`config.mk`:
```
export PLATFORM = sky130hd
export DESIGN_NAME = sop_shift_flag_unit
export DESIGN_NICKNAME = d
export VERILOG_FILES = /design/src/rtl/sop_shift_flag_unit.sv
export SDC_FILE = /design/constraint.sdc
export NUM_CORES = 1
export LEC_CHECK = 0
export ABC_AREA = 1
export BUFFER_PORTS_ARGS = -buffer_cell sky130_fd_sc_hd__buf_2
export CELL_PAD_IN_SITES_DETAIL_PLACEMENT = 0
export CELL_PAD_IN_SITES_GLOBAL_PLACEMENT = 1
export CORE_ASPECT_RATIO = 1.2
export CORE_MARGIN = 4
export CORE_UTILIZATION = 41
export DETAILED_ROUTE_END_ITERATION = 6
export GPL_ROUTABILITY_DRIVEN = 0
export PLACE_DENSITY_LB_ADDON = 0.1
export SLEW_MARGIN = 40
export SYNTH_ARGS = -nofsm -noshare
export SYNTH_HDL_FRONTEND = slang
export SYNTH_SLANG_ARGS = --single-unit
export TNS_END_PERCENT = 100
```
`constraint.sdc`:
```
create_clock -name vclk -period 8.28
set_input_delay 2.07 -clock vclk [all_inputs]
set_output_delay 2.07 -clock vclk [all_outputs]
set_load 0.005 [all_outputs]
```
`src/rtl/sop_shift_flag_unit.sv`:
```
module sop_shift_flag_unit #(
  parameter int W = 16
) (
  input  logic [3:0]   op_i,
  input  logic [W-1:0] opnd_i,
  input  logic         c_i,
  output logic [W-1:0] res_o,
  output logic         wr_o,
  output logic [3:0]   cc_o
);
  localparam int H = W / 2;
  localparam logic [W-1:0] SMAX = {1'b0, {(W-1){1'b1}}};
  localparam logic [W-1:0] SMIN = {1'b1, {(W-1){1'b0}}};

  localparam logic [3:0] OP_CLR = 4'd0;
  localparam logic [3:0] OP_TST = 4'd1;
  localparam logic [3:0] OP_INC = 4'd2;
  localparam logic [3:0] OP_DEC = 4'd3;
  localparam logic [3:0] OP_ADC = 4'd4;
  localparam logic [3:0] OP_SBC = 4'd5;
  localparam logic [3:0] OP_ASL = 4'd6;
  localparam logic [3:0] OP_ASR = 4'd7;
  localparam logic [3:0] OP_ROR = 4'd8;
  localparam logic [3:0] OP_SWB = 4'd9;

  logic n, z, v, c;
  logic is_shift;

  assign is_shift = (op_i == OP_ASL) || (op_i == OP_ASR) || (op_i == OP_ROR);
  assign cc_o = {n, z, v, c};

  always_comb begin
    res_o = opnd_i;
    wr_o  = 1'b1;
    c     = 1'b0;
    v     = 1'b0;
    case (op_i)
      OP_CLR: res_o = '0;
      OP_TST: wr_o = 1'b0;
      OP_INC: begin
        res_o = opnd_i + 1'b1;
        c     = c_i;
        v     = (opnd_i == SMAX);
      end
      OP_DEC: begin
        res_o = opnd_i - 1'b1;
        c     = c_i;
        v     = (opnd_i == SMIN);
      end
      OP_ADC: begin
        {c, res_o} = {1'b0, opnd_i} + {{W{1'b0}}, c_i};
        v          = c_i && (opnd_i == SMAX);
      end
      OP_SBC: begin
        res_o = opnd_i - {{(W-1){1'b0}}, c_i};
        c     = c_i && (opnd_i == '0);
        v     = c_i && (opnd_i == SMIN);
      end
      OP_ASL: begin
        res_o = {opnd_i[W-2:0], 1'b0};
        c     = opnd_i[W-1];
      end
      OP_ASR: begin
        res_o = {opnd_i[W-1], opnd_i[W-1:1]};
        c     = opnd_i[0];
      end
      OP_ROR: begin
        res_o = {c_i, opnd_i[W-1:1]};
        c     = opnd_i[0];
      end
      OP_SWB: res_o = {opnd_i[H-1:0], opnd_i[W-1:H]};
      default: wr_o = 1'b0;
    endcase
    if (op_i == OP_SWB) begin
      n = res_o[H-1];
      z = (res_o[H-1:0] == '0);
    end else if (op_i > OP_SWB) begin
      n = 1'b0;
      z = 1'b0;
    end else begin
      n = res_o[W-1];
      z = (res_o == '0);
    end
    if (is_shift) v = n ^ c;
  end

  always_comb begin
    if (wr_o && op_i != OP_SWB)
      assert_nz_from_result_R2: assert (cc_o[3] == res_o[W-1] && cc_o[2] == (res_o == '0));
    if (is_shift)
      assert_shift_overflow_R6: assert (cc_o[1] == (cc_o[3] ^ cc_o[0]));
    if (op_i == OP_SWB)
      assert_swap_bytes_R7: assert (res_o[H-1:0] == opnd_i[W-1:H] && res_o[W-1:H] == opnd_i[H-1:0] && cc_o[1:0] == 2'b00);
    if (op_i == OP_INC || op_i == OP_DEC)
      assert_incdec_keeps_carry_R9: assert (cc_o[0] == c_i);
    if (op_i == OP_CLR)
      assert_clear_flags_R10: assert (res_o == '0 && cc_o == 4'b0100);
    if (op_i == OP_TST)
      assert_test_no_write_R11: assert (!wr_o && res_o == opnd_i && cc_o[1:0] == 2'b00);
    if (op_i > OP_SWB)
      assert_reserved_idle_R12: assert (!wr_o && res_o == opnd_i && cc_o == 4'b0000);
  end
endmodule

```
# Word-level counts from Yosys, hierarchy flattened
# Cells that the tools add are included.
# word_totals
in_bits,21
out_inout_bits,21
reg_bits,0
# op_classes
n_eq_ne,10
add_sub_neg,4
magnitude_cmp,1
n_mux,9
reduce_logical,12
bitwise,1
# ops
cell,count
case mux 16 bit (9 select lines),1
logical NOT 16 bit,2
adder 16 x 1 -> 17 bit,1
adder 16 x 1 -> 16 bit (second input constant),1
equality test 16 x 15 -> 1 bit (second input constant),1
equality test 16 bit (second input constant),1
equality test 4 x 3 -> 1 bit (second input constant),4
subtractor 16 x 1 -> 16 bit,1
subtractor 16 x 1 -> 16 bit (second input constant),1
OR reduction 9 bit,1
equality test 4 x 2 -> 1 bit (second input constant),2
equality test 4 bit (second input constant),2
logical NOT 8 bit,1
two-way mux 1 bit,6
case mux 1 bit (5 select lines),1
> comparator 4 bit (second input constant),1
logical NOT 4 bit,1
case mux 1 bit (4 select lines),1
OR reduction 2 bit,2
logical AND 1 bit,3
logical OR 1 bit,2
XOR 1 bit,1

# Logic depth before layout (Yosys ltp)
# Gate-level depths: netlist (run 1).
# depth
depth_word,6
ltp_mapped,22
depth_no_buf,21

# Least setup slack after synthesis (run 1)
# OpenSTA, ideal clock, no wires.
# synth_path
path_type,input -> output
start,input port op_i[2]
end,output port cc_o[2]
cell_stages,14
setup_slack_ps,2016
arrival_ps,4194
t_required_ps,6210
cell_sequence,inv_2 nor2_4 nand2_1 nand2_1 ha_1 a21oi_1 nand2_1 or2_2 nand3_1 nand4_1 nor3_1 nand3_1 a21oi_1 buf_4
# synth_between
elab_chain_cells,5
elab_cells_between_ends,15
cone_classes,order compare (1); eq/ne (8); mux (3); reduce/logical (3)
# synth_rtl
element,line_no,rtl
from (decl),4,"input logic [3:0] op_i,"
"equality test 4 bit, or another cell as far along",37,case (op_i)
case mux 16 bit (9 select lines) (*),37,
named net res_o[3],7,"output logic [W-1:0] res_o,"
logical NOT 16 bit,82,z = (res_o == '0);
two-way mux 1 bit,77,end else if (op_i > OP_SWB) begin
two-way mux 1 bit (*),74,if (op_i == OP_SWB) begin
to (decl),9,output logic [3:0] cc_o
# Mark *: on every way through the listed nets, which the timed path passes. The rest lies on a longest branch.

# Worst setup path after layout (run 1)
# layout_path
start,input port op_i[0]
end,output port cc_o[2]
# layout_between
elab_chain_cells,5
elab_cells_between_ends,15
cone_classes,order compare (1); eq/ne (8); mux (3); reduce/logical (3)
# layout_rtl
element,line_no
"equality test 4 bit, or another cell as far along","37, 74"
case mux 16 bit (9 select lines),37
logical NOT 16 bit,82
two-way mux 1 bit,77
two-way mux 1 bit (*),74
# Mark *: on every way between the ends. The rest lies on a longest branch, timed or not.

==> flow_summary_export.csv, run 1 <==
group,metric,value,unit
grt,globalRouteTotalUtil,0.244,
floorplan,core_area,0.00563,mm²
synth,syn_inst,487,
grt,antenna_found_initial,0,
floorplan,rows,30,
grt,grt_pass1_wl,14300,µm
final_layout,drive_above_1_share,0.130,
final_layout,syn_to_final_growth,8.90,%
timing,min_period,7310,ps
final_layout,final_cell_mix,"nand2_1, inv_1, nor2_1, nand3_1, buf_2",
critical_path,end_kind,"primary output",
hold_path,min_from,"opnd_i[0]",
timing,fmax,137,MHz
run_status,outcome,"finished clean",
critical_path,worstSetupPathType,"input pin to primary output",
route,drcViolationCount,0,
power_and_ir_drop,p_leak,1.46,nW
grt,grt_overflow_total,0,
floorplan,die_y,91.1,µm
grt,grt_max_degree,20,
final_layout,nClkBuffers,0,
timing,hold_viol,0,
route,via_per_inst,5.52,
timing,slew_viol_final,0,
floorplan,initial_core_util,0.419,
final_layout,final_common_cell,"nand2_1",
route,drtAntennaViolNets,0,
timing,rsz0062_at_grt,"false",
floorplan,die-area,0.00704,mm²
place,io_buffers,42,
critical_path,worstSetupStartpointType,"input pin",
floorplan,io_pins,42,
route,via_count,3198,
critical_path,cp_cell_sequence,"buf_2 > inv_1 > nor2_2 > nand2_1 > nand2_1 > ha_1 > nand2_1 > nor3_1 > and2_1 > nand2_1 > nand2_1 > nand2_1 > nand3_1 > nand4_1 > nor2_1 > nand3_1 > a21oi_1 > buf_2",
place,place_ws,956,ps
synth,ys_warn_count,0,
timing,timing.final.crit_share,0.883,
final_layout,nets,557,
hold_path,holdPathEnd,"res_o[0]",
synth,synthTopCellsByArea,"nand2_1, inv_1, nand3_1",
critical_path,slowest_stage,"ha_1",
power_and_ir_drop,p_per_area,54.4,mW/mm²
place,hpwl,7050,µm
synth,synth_top_cell_by_area,"nand2_1",
synth,syn-cell-area,0.00236,mm²
route,routed_wirelength,8710,µm
timing,relSlewSlack,0.518,
timing,worst_pin_slew,721,ps
route,drt_iter0_drc,188,
grt,first_global_vias,2982,
route,wl_per_cell,15.0,µm
route,first_pass_iters,5,
critical_path,critPathMaxFanout,16,
synth,synth.top_cell.area_share,0.278,
hold_path,hold_class,"input pin to primary output",
hold_path,hold_depth,4,
synth,avgSynthCellArea,4.85,µm²
critical_path,max_stage_delay,610,ps
critical_path,cp.arrival,5240,ps
final_layout,diodes,0,
clocking,postCtsHoldBufs,0,
clocking,ctsResizeCount,0,
synth,synth_cell_type_count,33,
timing,worst_slack,968,ps
power_and_ir_drop,ir_worst_vdd,0.0000245,V
critical_path,cpMostUsedCell,"nand2_1",
timing,finalSetupViolCount,0,
final_layout,multiInputGateArea,0.00200,mm²
final_layout,post-route-util,0.457,
final_layout,regArea,0,µm²
synth,syn-num-nets,527,
run,max_cap_viol_count,0,
floorplan,fp.dieW,77.3,µm
clocking,post_cts_buffers,0,
synth,seq_area_frac_synth,0,
critical_path,required,6210,ps
final_layout,n_sequential_cell,0,
final_layout,final.fill_count,668,
timing,setup_tns,0,ps
-- stage by stage --
stage                     power, mW  instance area, µm²  cells  hold slack (ps)
after CTS                     0.139                2570    579             4520
after global placement        0.138                2570    579             4520
after floorplan              0.0935                2360    487             4270
final                         0.140                2570    579             4520
after global routing          0.158                2570    579             4570
after detailed placement      0.138                2570    579             4510
-- metal layers --
| metal | wire (µm) | vias up | GRT usage | share of wire |
|---|---|---|---|---|
| met2 | 4270 | 106 | 0.435 | 0.49 |
| met1 | 3780 | 1441 | 0.313 | 0.43 |
| li1 | - | 1637 | - | - |
| met5 | 0 | - | 0 | 0 |
| met4 | 255 | 0 | 0.0638 | 0.029 |
| met3 | 406 | 14 | 0.0159 | 0.047 |
-- cells in the mapped netlist --
master	n
a21boi_1	1
a21oi_1	22
nor2_2	5
nor4_1	5
o22ai_1	9
clkbuf_1	2
inv_1	67
nand2_2	4
inv_2	7
o21bai_1	2
ha_1	18
o21ai_1	1
a21boi_0	3
clkinv_1	2
a221oi_2	1
nand3b_1	2
a22oi_1	2
nand2_1	175
buf_2	7
o2111ai_1	5
and2_1	4
buf_4	5
o21ai_0	9
nor3_1	4
o211ai_1	3
nand4_1	12
nor2_1	50
or2_2	4
nand3_2	1
nand3_1	50
fa_1	1
nor2_4	3
a31oi_1	1
-- kinds of logic (layout without fill, tap and decap cells) --
family,Yosys count,after routing,share of synthesized area
buf+inv,90,118,0.155
compound gates,59,59,0.154
fa+ha+maj,19,19,0.104
simple gates,319,319,0.587
-- area by class of cell --
type | count | area share
tap | 64 | 0.0311
timing repair buffer | 42 | 0.0818
inverter | 76 | 0.111
multi-input combinational | 397 | 0.776
-- critical path, delay by kind of cell --
family | cells | cell delay (ps)
buf+inv | 3 | 350
compound gates | 1 | 160
simple gates | 13 | 2040
fa+ha+maj | 1 | 610
-- worst max-delay path by stage --
stage                     startpoint       to  cells after the start
final                        op_i[0]  cc_o[2]                     18
after global routing         op_i[1]  cc_o[2]                     18
after CTS                    op_i[0]  cc_o[2]                     18
after detailed placement     op_i[0]  cc_o[2]                     18
after global placement       op_i[1]  cc_o[2]                     18
after floorplan              op_i[2]  cc_o[2]                     14
-- report_power, final --
| group | internal [mW] | total (mW) | switching (mW) |
|---|---|---|---|
| Sequential | 0 | 0 | 0 |
| Combinational | 0.0477 | 0.140 | 0.0923 |
| Clock | 0 | 0 | 0 |
Power figures use the tool's default switching activity.
==> run 2: changes to the inputs <==
- REMOVE_ABC_BUFFERS: default -> 1
==> flow_summary_export.csv, run 2 (synthesis gave the netlist of run 1 again) <==
group,metric,value,unit
route,drtAntennaViolNets,0,
power_and_ir_drop,p_per_area,54.6,mW/mm²
floorplan,rows,30,
critical_path,critPathMaxFanout,16,
grt,grt_pass1_wl,14200,µm
clocking,postCtsHoldBufs,0,
grt,first_global_vias,3026,
timing,slew_viol_final,0,
route,routed_wirelength,8710,µm
route,via_per_inst,5.48,
floorplan,io_pins,42,
place,hpwl,7030,µm
route,first_pass_iters,5,
run_status,outcome,"finished clean",
floorplan,die-area,0.00704,mm²
route,drt_iter0_drc,177,
power_and_ir_drop,finalPower,140,µW
final_layout,regArea,0,µm²
floorplan,fp.dieW,77.3,µm
grt,grt_overflow_total,0,
final_layout,nets,557,
final_layout,diodes,0,
power_and_ir_drop,ir_worst_vdd,0.0000254,V
place,io_buffers,42,
timing,worst_pin_slew,745,ps
floorplan,die_y,91.1,µm
clocking,post_cts_buffers,0,
timing,setup_tns,0,ps
final_layout,final.fill_count,651,
clocking,ctsResizeCount,0,
timing,finalSetupViolCount,0,
timing,worst_slack,1110,ps
route,drcViolationCount,0,
floorplan,initial_core_util,0.419,
timing,timing.final.crit_share,0.866,
route,via_count,3171,
floorplan,core_area,0.00563,mm²
critical_path,end_kind,"primary output",
final_layout,n_sequential_cell,0,
hold_path,min_from,"opnd_i[0]",
final_layout,drive_above_1_share,0.130,
final_layout,final_common_cell,"nand2_1",
critical_path,worstSetupPathType,"input pin to primary output",
timing,relSlewSlack,0.502,
timing,hold_viol,0,
timing,min_period,7170,ps
timing,rsz0062_at_grt,"false",
place,place_ws,1100,ps
hold_path,holdPathEnd,"res_o[0]",
grt,globalRouteTotalUtil,0.243,
route,wl_per_cell,15.0,µm
timing,fmax,139,MHz
hold_path,hold_depth,4,
power_and_ir_drop,p_leak,1.46,nW
final_layout,final_cell_mix,"nand2_1, inv_1, nor2_1, nand3_1, buf_2",
run,max_cap_viol_count,0,
critical_path,worstSetupStartpointType,"input pin",
final_layout,post-route-util,0.457,
critical_path,cp.arrival,5100,ps
grt,grt_max_degree,20,
grt,antenna_found_initial,0,
final_layout,syn_to_final_growth,8.90,%
critical_path,required,6210,ps
final_layout,multiInputGateArea,0.00200,mm²
hold_path,hold_class,"input pin to primary output",
final_layout,nClkBuffers,0,
[run 2: area by class of cell]
class / count / share of cell area
Tap cell: 64 / 0.0311
Timing Repair Buffer: 42 / 0.0818
Inverter: 76 / 0.111
Multi-Input combinational cell: 397 / 0.776
[run 2: through the flow]
stage / std cells / instance area (µm²) / hold slack [ps]
after floorplan: 473 / 2280 / 4260
after global placement: 579 / 2570 / 4510
after detailed placement: 579 / 2570 / 4520
after CTS: 579 / 2570 / 4530
after global routing: 579 / 2570 / 4570
final: 579 / 2570 / 4520
[run 2: worst max path at each step]
stage | startpoint | end | slack [ps] | depth (start not counted)
after floorplan | op_i[2] | cc_o[2] | 2090 | 13
after global placement | op_i[1] | cc_o[2] | 1180 | 18
after detailed placement | op_i[0] | cc_o[2] | 1100 | 18
after CTS | op_i[1] | cc_o[2] | 1110 | 18
after global routing | op_i[0] | cc_o[2] | 800 | 19
final | op_i[1] | cc_o[2] | 1110 | 18
[run 2: metal layers]
metal,global-route usage,part of all wire,vias up
li1,-,-,1635
met1,0.291,0.42,1406
met2,0.456,0.49,110
met3,0.00992,0.058,20
met4,0.0816,0.032,0
met5,0,0,-
[run 2: report_power, final]
part | switching, mW | internal [mW] | leakage [nW]
Clock | 0 | 0 | 0
Sequential | 0 | 0 | 0
Combinational | 0.0926 | 0.0477 | 1.46
Total | 0.0926 | 0.0477 | 1.46
[run 2: worst max-delay path: stages]
cell and delay [ps]:
buf_2 150, nand2_1 90, clkinv_1 70, nand2_1 90
nand2_1 470, fa_1 650, nand3_1 100, nand2_1 160
nand2_1 100, nand2_1 130, nand2_1 120, nand3_1 70
nand3_1 100, nand4_1 180, nor2_1 140, nand3_1 110
a21oi_1 150, buf_2 140
==> run 3: changes to the inputs <==
--- a/config.mk
+++ b/config.mk
@@ -9,10 +9,8 @@
 export BUFFER_PORTS_ARGS = -buffer_cell sky130_fd_sc_hd__buf_2
-export CELL_PAD_IN_SITES_DETAIL_PLACEMENT = 0
-export CELL_PAD_IN_SITES_GLOBAL_PLACEMENT = 1
 export CORE_ASPECT_RATIO = 1.2
 export CORE_MARGIN = 4
-export CORE_UTILIZATION = 41
+export CORE_UTILIZATION = 65
 export DETAILED_ROUTE_END_ITERATION = 6
 export GPL_ROUTABILITY_DRIVEN = 0
-export PLACE_DENSITY_LB_ADDON = 0.1
+export PLACE_DENSITY = 0.91
 export REMOVE_ABC_BUFFERS = 1
==> constraint.sdc (replaced) <==
create_clock -name vclk -period 8.28
set_input_delay 0.414 -clock vclk [all_inputs]
set_output_delay 0.414 -clock vclk [all_outputs]
set_load 0.005 [all_outputs]
==> flow_summary_export.csv, run 3 (synthesis gave the netlist of run 1 again) <==
group,metric,value,unit
power_and_ir_drop,ir_worst_vdd,0.0000323,V
timing,finalSetupViolCount,0,
timing,fmax,265,MHz
final_layout,n_sequential_cell,0,
final_layout,drive_above_1_share,0.130,
timing,hold_viol,0,
final_layout,syn_to_final_growth,7.47,%
grt,grt_pass1_wl,13300,µm
timing,setup_tns,0,ps
critical_path,worstSetupStartpointType,"input pin",
grt,antenna_found_initial,0,
place,hpwl,6150,µm
clocking,postCtsHoldBufs,0,
clocking,post_cts_buffers,0,
timing,worst_pin_slew,695,ps
route,drt_iter0_drc,409,
final_layout,final_cell_mix,"nand2_1, inv_1, nor2_1, nand3_1, buf_2",
route,routed_wirelength,7840,µm
timing,rsz0062_at_grt,"false",
power_and_ir_drop,p_leak,1.46,nW
power_and_ir_drop,p_per_area,55.0,mW/mm²
critical_path,worstSetupPathType,"input pin to primary output",
power_and_ir_drop,finalPower,140,µW
floorplan,die_y,74.0,µm
floorplan,rows,23,
timing,min_period,3770,ps
grt,first_global_vias,3141,
grt,grt_max_degree,20,
route,via_per_inst,6.15,
place,io_buffers,42,
floorplan,initial_core_util,0.689,
route,first_pass_iters,5,
critical_path,required,7870,ps
timing,timing.final.crit_share,0.455,
hold_path,hold_class,"input pin to primary output",
final_layout,diodes,0,
place,place_ws,4570,ps
floorplan,die-area,0.00466,mm²
run,max_cap_viol_count,0,
final_layout,regArea,0,µm²
route,drtAntennaViolNets,0,
timing,holdWs,1200,ps
critical_path,critPathMaxFanout,16,
route,drcViolationCount,0,
timing,slew_viol_final,0,
final_layout,nClkBuffers,0,
critical_path,cp.arrival,3360,ps
floorplan,core_area,0.00342,mm²
grt,grt_overflow_total,0,
floorplan,io_pins,42,
timing,worst_slack,4510,ps
final_layout,nets,557,
run_status,outcome,"finished clean",
clocking,ctsResizeCount,0,
timing,relSlewSlack,0.536,
final_layout,final_common_cell,"nand2_1",
grt,globalRouteTotalUtil,0.339,
critical_path,end_kind,"primary output",
route,via_count,3395,
route,wl_per_cell,14.2,µm
floorplan,fp.dieW,63.0,µm
==> run 3: final timing paths <==
check | start | to | slack (ps) | depth (start not counted)
setup / recovery | op_i[3] | cc_o[2] | 4510 | 14
hold / removal | opnd_i[0] | res_o[0] | 1200 | 4
==> run 3: area by class of cell <==
| class | instances | area, µm² |
|---|---|---|
| Fill cell | 336 | 887 |
| Tap cell | 37 | 46.3 |
| Inverter | 76 | 285 |
| Multi-Input combinational cell | 397 | 2000 |
| Timing Repair Buffer | 42 | 210 |
==> run 3: routing by layer <==
layer  up-vias  part of all wire  GRT usage
li1       1642                 -          -
met1      1440              0.37      0.393
met2       248              0.46      0.604
met3        65              0.11     0.0317
met4         0             0.064      0.216
met5         -                 0          0
==> run 3: critical path: stages <==
cell	delay [ps]
buf_2	140
nor2_1	220
nand2_1	120
nand2_1	540
ha_1	400
a21oi_1	140
nand2_1	150
or2_2	310
nand3_1	80
nand4_1	140
nor3_1	310
nand3_1	110
a21oi_1	130
buf_2	140
==> run 3: stage by stage <==
step,area (µm²),util,cells
finish,2540,0.741,552
global route,2540,0.741,552
CTS,2540,0.741,552
detailed placement,2540,0.741,552
global placement,2540,0.741,552
floorplan,2280,-,473
==> run 3: report_power, final <==
part           total (mW)  switching [mW]  leakage, nW  internal, mW
sequential              0               0            0             0
combinational       0.140          0.0919         1.46        0.0476
clock                   0               0            0             0
